## src/rtl/i2c_scl_timer.sv

```systemverilog
module i2c_scl_timer #(
  parameter int DIVLO_W = 7,
  parameter int DIVHI_W = 2,
  parameter int HALF_W  = 8,
  parameter int SYNC_N  = 2
) (
  input  logic               clk,
  input  logic               rst_n,
  input  logic               run,
  input  logic               fast_mode,
  input  logic [DIVLO_W-1:0] div_lo,
  input  logic [DIVHI_W-1:0] div_hi,
  input  logic [HALF_W-1:0]  lo_half,
  input  logic [HALF_W-1:0]  hi_half,
  input  logic [HALF_W-1:0]  hold_cnt,
  input  logic               scl_in,
  input  logic               sda_in,
  input  logic               lvl_we,
  input  logic               lvl_wr,
  input  logic               lvl_scl_d,
  input  logic               lvl_sda_d,
  output logic               scl_drive_low,
  output logic               sda_force_low,
  output logic               scl_level,
  output logic               sda_level,
  output logic               fall_stb,
  output logic               rise_stb,
  output logic               hold_stb
);
  localparam int DIV_W = DIVLO_W + DIVHI_W;
  localparam int CW = ((DIV_W > HALF_W) ? DIV_W : HALF_W) + 1;
  localparam logic [CW-1:0] ONE = CW'(1);

  typedef enum logic [1:0] {S_IDLE, S_LOW, S_WAIT, S_HIGH} ph_t;

  ph_t st;
  logic [CW-1:0] e, lo_q, hi_q, hold_q;
  logic [SYNC_N-1:0] scl_sr, sda_sr;
  logic man_scl, man_sda;

  logic [DIV_W-1:0]  div_n, div_eff;
  logic [HALF_W-1:0] lo_f, hi_f;
  logic [CW-1:0]     std_len, lo_len, hi_len, hold_fast, hold_len;

  assign div_n     = {div_hi, div_lo};
  assign div_eff   = (div_n == '0) ? DIV_W'(1) : div_n;
  assign lo_f      = (lo_half == '0) ? HALF_W'(1) : lo_half;
  assign hi_f      = (hi_half == '0) ? HALF_W'(1) : hi_half;
  assign std_len   = CW'({div_eff, 1'b0});
  assign lo_len    = fast_mode ? CW'({lo_f, 1'b0}) : std_len;
  assign hi_len    = fast_mode ? CW'({hi_f, 1'b0}) : std_len;
  assign hold_fast = (CW'(hold_cnt) > lo_len - ONE) ? lo_len - ONE : CW'(hold_cnt);
  assign hold_len  = fast_mode ? hold_fast : CW'(div_eff);

  assign scl_level = scl_sr[SYNC_N-1];
  assign sda_level = sda_sr[SYNC_N-1];

  always_ff @(posedge clk or negedge rst_n) begin
    if (!rst_n) begin
      scl_sr <= '1;
      sda_sr <= '1;
    end else begin
      scl_sr <= {scl_sr[SYNC_N-2:0], scl_in};
      sda_sr <= {sda_sr[SYNC_N-2:0], sda_in};
    end
  end

  always_ff @(posedge clk or negedge rst_n) begin
    if (!rst_n) begin
      man_scl <= 1'b1;
      man_sda <= 1'b1;
    end else if (lvl_we && lvl_wr) begin
      man_scl <= lvl_scl_d;
      man_sda <= lvl_sda_d;
    end
  end

  always_ff @(posedge clk or negedge rst_n) begin
    if (!rst_n) begin
      st     <= S_IDLE;
      e      <= '0;
      lo_q   <= '0;
      hi_q   <= '0;
      hold_q <= '0;
    end else begin
      case (st)
        S_IDLE: if (run) begin
          st     <= S_LOW;
          e      <= '0;
          lo_q   <= lo_len;
          hold_q <= hold_len;
        end
        S_LOW: if (e == lo_q - ONE) begin
          st <= S_WAIT;
          e  <= '0;
        end else begin
          e <= e + ONE;
        end
        S_WAIT: if (scl_level) begin
          st   <= S_HIGH;
          e    <= '0;
          hi_q <= hi_len;
        end
        S_HIGH: if (e == hi_q - ONE) begin
          e <= '0;
          if (run) begin
            st     <= S_LOW;
            lo_q   <= lo_len;
            hold_q <= hold_len;
          end else begin
            st <= S_IDLE;
          end
        end else begin
          e <= e + ONE;
        end
        default: st <= S_IDLE;
      endcase
    end
  end

  assign scl_drive_low = (st == S_LOW) | ~man_scl;
  assign sda_force_low = ~man_sda;
  assign fall_stb      = (st == S_LOW)  && (e == '0);
  assign rise_stb      = (st == S_HIGH) && (e == '0);
  assign hold_stb      = (st == S_LOW)  && (e == hold_q);
endmodule


```

## config.mk

```make
export PLATFORM = sky130hd
export DESIGN_NAME = i2c_scl_timer
export DESIGN_NICKNAME = d
export VERILOG_FILES = /design/src/rtl/i2c_scl_timer.sv
export SDC_FILE = /design/constraint.sdc
export NUM_CORES = 1
export LEC_CHECK = 0
export CORE_ASPECT_RATIO = 1.1
export CORE_MARGIN = 5
export CORE_UTILIZATION = 50
export DETAILED_ROUTE_END_ITERATION = 10
export MAX_ROUTING_LAYER = met4
export PLACE_DENSITY = 0.74
export SKIP_CTS_REPAIR_TIMING = 1
export SLEW_MARGIN = 20
export SYNTH_ARGS = -nofsm -noshare
export SYNTH_HDL_FRONTEND = slang
export SYNTH_SLANG_ARGS = --single-unit
```

## constraint.sdc

```tcl
create_clock -name clk -period 7.6 [get_ports clk]
set_input_delay 1.52 -clock clk [delete_from_list [all_inputs] [get_ports clk]]
set_output_delay 1.52 -clock clk [all_outputs]
set_load 0.01 [all_outputs]
```

=== Yosys cells after proc, flatten, opt, wreduce, memory -nomap -nowiden ===
Cells that the tools add are included.

* Register bits: 48
* Bits in latches: 0
* Memory bits (writable): 0
* Memory bits (read-only): 0
* Input port bits: 43
* Logic and storage cells: 65
* Memories: 0

* Add/subtract/negate cells: 4
* $mul: 0
* Div/mod/pow operators: 0
* $lt $le $gt $ge: 1
* Equal/unequal tests: 10
* Shifts and indexed selects: 0
* Mux-type cells: 24
* Bitwise operators: 3
* Reduce and logical (&&, ||, !) cells: 14

{| class="wikitable"
|+ Operators by type and width
! kind !! number
|-
| 10-bit two-way mux || 12
|-
| 10-bit one-hot mux with 2 select lines || 2
|-
| 10-bit one-hot mux with 4 select lines || 1
|-
| 10-bit equality test || 3
|-
| 10-bit by 1-bit subtractor with 10-bit output (second input constant) || 3
|-
| 8-bit logical NOT || 2
|-
| 8-bit two-way mux || 2
|-
| 10-bit by 1-bit adder with 10-bit output (second input constant) || 1
|-
| 8-bit by 10-bit > comparator with 1-bit output || 1
|-
| 10-bit logical NOT || 1
|-
| 9-bit logical NOT || 1
|-
| 9-bit two-way mux || 1
|-
| 2-bit two-way mux || 4
|-
| 2-bit inequality test (second input constant) || 4
|-
| 2-bit one-hot mux with 4 select lines || 1
|-
| 2-bit AND reduction || 3
|-
| 2-bit equality test (second input constant) || 2
|-
| 1-bit logical AND || 4
|-
| 4-bit AND reduction || 1
|-
| 2-bit by 1-bit equality test with 1-bit output (second input constant) || 1
|-
| 2-bit logical NOT || 1
|-
| 1-bit NOT || 2
|-
| 2-bit nonzero test || 1
|-
| 1-bit two-way mux || 1
|-
| 1-bit OR || 1
|}

=== Depth between registers and ports, before layout ===
* Depth after elaboration: 10
* Depth in mapped cells: 15

=== Worst setup path before layout ===
No wires, ideal clock.

* Kind: in2reg
* From: in fast_mode
* To: reg hold_q[6]
* Arrival time: 4.499 ns
* Required time: 7.521 ns
* Setup slack: 3.021 ns
* Stages on the path: 15
* Path through: clkbuf_1 a211oi_1 or2_2 ha_1 nand2_1 nor2_1 xor2_1 mux2i_1 ha_1 nand3_1 o21ai_0 o221ai_1 a21oi_2 mux2_2 a2bb2oi_1

* Word-level cells in the longest chain between the ends: 8

{| class="wikitable"
|+ Ends and longest elaborated chain
! what !! line !! text
|-
| from (decl) || 10 || <nowiki>input logic fast_mode,</nowiki>
|-
| 10-bit two-way mux || 50 || <nowiki>assign lo_len = fast_mode ? CW'({lo_f, 1'b0}) : std_len;</nowiki>
|-
| 10-bit by 1-bit subtractor with 10-bit output || 52 || <nowiki>assign hold_fast = (CW'(hold_cnt) > lo_len - ONE) ? lo_len - ONE : CW'(hold_cnt);</nowiki>
|-
| 8-bit by 10-bit > comparator with 1-bit output || 52 ||
|-
| 10-bit two-way mux || 52 ||
|-
| 10-bit two-way mux * || 53 || <nowiki>assign hold_len = fast_mode ? hold_fast : CW'(div_eff);</nowiki>
|-
| 10-bit two-way mux * || 87, 106 ||
|-
| 10-bit two-way mux || 104 || <nowiki>S_HIGH: if (e == hi_q - ONE) begin</nowiki>
|-
| 10-bit one-hot mux with 2 select lines * || 86 || <nowiki>case (st)</nowiki>
|-
| to (signal assigned) || 91 || <nowiki>hold_q <= hold_len;</nowiki>
|-
| to (signal assigned) || 109 || <nowiki>hold_q <= hold_len;</nowiki>
|-
| to (decl) || 37 || <nowiki>logic [CW-1:0] e, lo_q, hi_q, hold_q;</nowiki>
|}

Every way passes the cells marked *; elsewhere a longest branch is shown, timed or not. The select of a mux whose other input is x is not followed.
A chain may end at the register's enable or synchronous reset.

=== Worst setup path in the final report ===
Same ends and word-level chain as after synthesis.

==> results.py <==
metrics = {
    "worst_setup_path": {
        "end_kind": "register",
        "slowest_delay_ns": 0.65,
        "worst-path-buf-inv": 2,
        "critical_path_class": "in2reg",
        "worstPathRequired_ns": 7.82,
        "cpMaxStageDelayCell": "clkdlybuf4s50_1",
        "start_kind": "primary input",
        "crit_chain": "clkdlybuf4s50_1, buf_4, nor2b_1, a21oi_1, ha_1, nand2_1, nor2_1, xor2_1, mux2i_1, ha_1, nand3_1, o21ai_0, o221ai_1, a21oi_2, mux2_2, a2bb2oi_1",
        "cp_top_family": "compound AO/OA/AOI/OAI gates",
        "critPathArrivalTime_ns": 5.66,
        "crit_fanout": 31,
        "r2r-start": "hi_q[3]$_DFFE_PN0P_",
        "crit_start": "fast_mode",
        "crit_top_cell": "ha_1",
    },
    "place": {
        "gp_congestion": 1.01,
        "placed_cell_area_mm2": 0.00395,
        "io_buffers": 49,
        "dp_hpwl_mm": 6.82,
    },
    "die": {
        "die-width_um": 89.1,
        "initial_core_util_pct": 51.8,
        "core-area_mm2": 0.00663,
        "io_pins": 50,
        "die-area_mm2": 0.00863,
        "rows": 31,
        "die_y_um": 97.0,
    },
    "clock_tree": {
        "cts_sinks": 46,
        "clk_pin_slew_ns": 0.08,
        "cts_made_buffers": 5,
        "cts_htree_levels": 2,
        "clkLatencyLatePin_ns": 0.30,
        "cts_tree": "yes",
        "cts_buffer_depth": 2,
        "root_buffer": "clkbuf_8",
    },
    "worst_hold_path": {
        "min-delay-start": "scl_sr[0]$_DFF_PN1_",
        "min_path_type": "reg2reg",
    },
    "finish": {
        "diodes": 0,
        "num-nets-final": 495,
        "final_util_pct": 61.1,
        "fillers": 589,
        "design_area_mm2": 0.00406,
        "drive_above_1_share_pct": 7.80,
        "syn_to_final_growth_pct": 18.0,
    },
    "synth": {
        "async_flop_share_pct": 100,
        "synth_nets": 457,
        "netlist_area_mm2": 0.00344,
        "synth_warnings": 0,
        "seq_area_frac_synth_pct": 33.7,
        "syn-mean-instance-area_um2": 8.66,
        "synth.distinct_cells": 62,
        "postSynthCellCount": 397,
        "ys_ff_latch": 46,
        "synth_ff_type": "dfrtp_1",
        "synth_edf_count": 0,
    },
    "timing": {
        "relSlewSlack_pct": 26.0,
        "fmax_mhz": 184,
        "finalSetupViolCount": 0,
        "rsz0062_at_grt": "false",
        "finalSetupTns_ns": 0,
        "finalHoldViolations": 0,
        "period_needed_ns": 5.44,
        "drv_slew": 0,
        "min_period_over_period_pct": 71.6,
        "worst_pin_slew_ns": 1.11,
        "finClkSkew_ns": 0.00546,
    },
    "detailed_routing": {
        "drtAntennaViolNets": 0,
        "viasPerCell": 5.90,
        "dr_wl_met3_um": 371,
        "wirelength_mm": 8.66,
        "wl_met2_mm": 4.37,
        "first_iter_violations": 187,
        "num_vias": 3055,
        "wl_met1_mm": 3.64,
        "drcViolationCount": 0,
        "first_pass_iters": 4,
        "post_drt_wl_per_cell_um": 16.7,
        "routed.top_layer": "met4",
    },
    "pwr": {
        "max-vdd-ir-drop_uv": 92.1,
        "switching_power_uw": 127,
        "p_int_uw": 393,
        "p_leak_uw": 0.00166,
        "combPwrFrac_pct": 17.3,
        "p_per_area_mw_per_mm2": 128,
        "seq_power_share_pct": 48.4,
        "clkPwrFrac_pct": 34.3,
        "switching_share_pct": 24.4,
    },
    "flow_run": {
        "maxCapViolations": 0,
    },
    "grt": {
        "grt_pass1_vias": 3019,
        "gr-total-overflow": 0,
        "grt_pass1_wl_mm": 14.3,
        "grt_usage_pct": 21.4,
        "grt_max_degree": 47,
        "antenna_found_initial": 0,
    },
    "status": {
        "status": "finished, final reports clean",
    },
}
==> kinds of logic (layout without fill, tap and decap cells) <==
| kind of cell | Yosys count | in the layout | share of synthesized area, % |
|---|---|---|---|
| AOI/OAI and AO/OA | 90 | 90 | 17.5 |
| xor gates and xnor gates | 39 | 39 | 10.2 |
| adders and majority gates | 17 | 17 | 6.19 |
| buffers and inverters | 39 | 78 | 4.70 |
| DFF | 46 | 46 | 33.7 |
| muxes | 22 | 22 | 6.73 |
| and+or+nand+nor | 144 | 144 | 21.0 |
==> registers in the layout, indices dropped and copies added (netlist names) <==
| signal | flops |
|---|---|
| man_scl | 1 |
| sda_sr | 2 |
| hi_q | 9 |
| e | 10 |
| scl_sr | 2 |
| lo_q | 9 |
| hold_q | 10 |
| man_sda | 1 |
| st | 2 |
==> metrics by stage <==
stage / hold slack [ns] / std cells / setup slack, ns / power (uW)
6_report: 0.358 / 518 / 2.16 / 520
5_1_grt: 0.368 / 518 / 1.89 / 542
4_1_cts: 0.359 / 518 / 2.26 / 523
3_5_place_dp: 0.347 / 510 / 1.96 / 346
3_3_place_gp: 0.345 / 510 / 2.13 / 344
2_1_floorplan: 0.345 / 397 / 3.02 / 299
==> area by class of cell <==
type,count,area [um2],area share [%]
clock buffer,7,76.3,1.88
clock inverter,1,30.0,0.741
inverter,20,75.1,1.85
multi-input combinational,312,2120,52.2
sequential,46,1160,28.6
tap,82,103,2.53
timing repair buffer,50,495,12.2
==> synthesized netlist by cell type, types with 9 or more instances <==
cell      number  area share [%]
nor2b_1        9             1.6
o21ai_0       19             2.8
a21oi_1       16             2.3
nor3_1        11             1.6
xor2_1        15             3.8
clkbuf_1      10             1.1
inv_1         20             2.2
nor2_1        26             2.8
nand2_1       48             5.2
mux2i_1       15             4.4
ha_1          17             6.2
nand3_1       13             1.9
xnor2_1       23             5.9
dfrtp_1       40              29
==> power groups by stage <==
| stage | Combinational, uW | Clock (uW) | Sequential (uW) |
|---|---|---|---|
| CTS | 89.2 | 181 | 252 |
| finish | 89.7 | 178 | 252 |
| floorplan | 42.7 | 0 | 257 |
| global route | 98.4 | 191 | 253 |
| global placement | 87.8 | 0 | 257 |
| detailed placement | 88.9 | 0 | 257 |
==> path summary, 6_finish.rpt <==
path	end	slack (ns)	depth (start not counted)
worst min register to register	scl_sr[1]$_DFF_PN1_	0.36	0
worst max register to register	lo_q[3]$_DFFE_PN0P_	4.24	7
max in group asynchronous	e[2]$_DFFE_PN0P_	6.00	1
min in group asynchronous	st[0]$_DFFE_PN0P_	1.20	1
worst min-delay path	scl_sr[1]$_DFF_PN1_	0.36	0
worst max-delay path	hold_q[6]$_DFFE_PN0P_	2.16	16
==> placed cells by master, fill, tap and decap left out, types with 9 or more instances in the layout <==
| cell type | synthesis | layout |
|---|---|---|
| a21oi_1 | 16 | 16 |
| inv_1 | 20 | 20 |
| xnor2_1 | 23 | 23 |
| nor3_1 | 11 | 11 |
| xor2_1 | 15 | 15 |
| nand3_1 | 13 | 13 |
| dfrtp_1 | 40 | 40 |
| ha_1 | 17 | 17 |
| clkdlybuf4s50_1 | 0 | 48 |
| nor2_1 | 26 | 26 |
| nand2_1 | 48 | 48 |
| nor2b_1 | 9 | 9 |
| o21ai_0 | 19 | 19 |
| mux2i_1 | 15 | 15 |
==> metal layers <==
metal / track usage (%) / vias to the layer above
met5: - / -
met4: 9.51 / 0
met3: 2.80 / 23
met2: 34.8 / 93
met1: 26.1 / 1452
li1: - / 1487
Power figures use the tool's default switching activity.
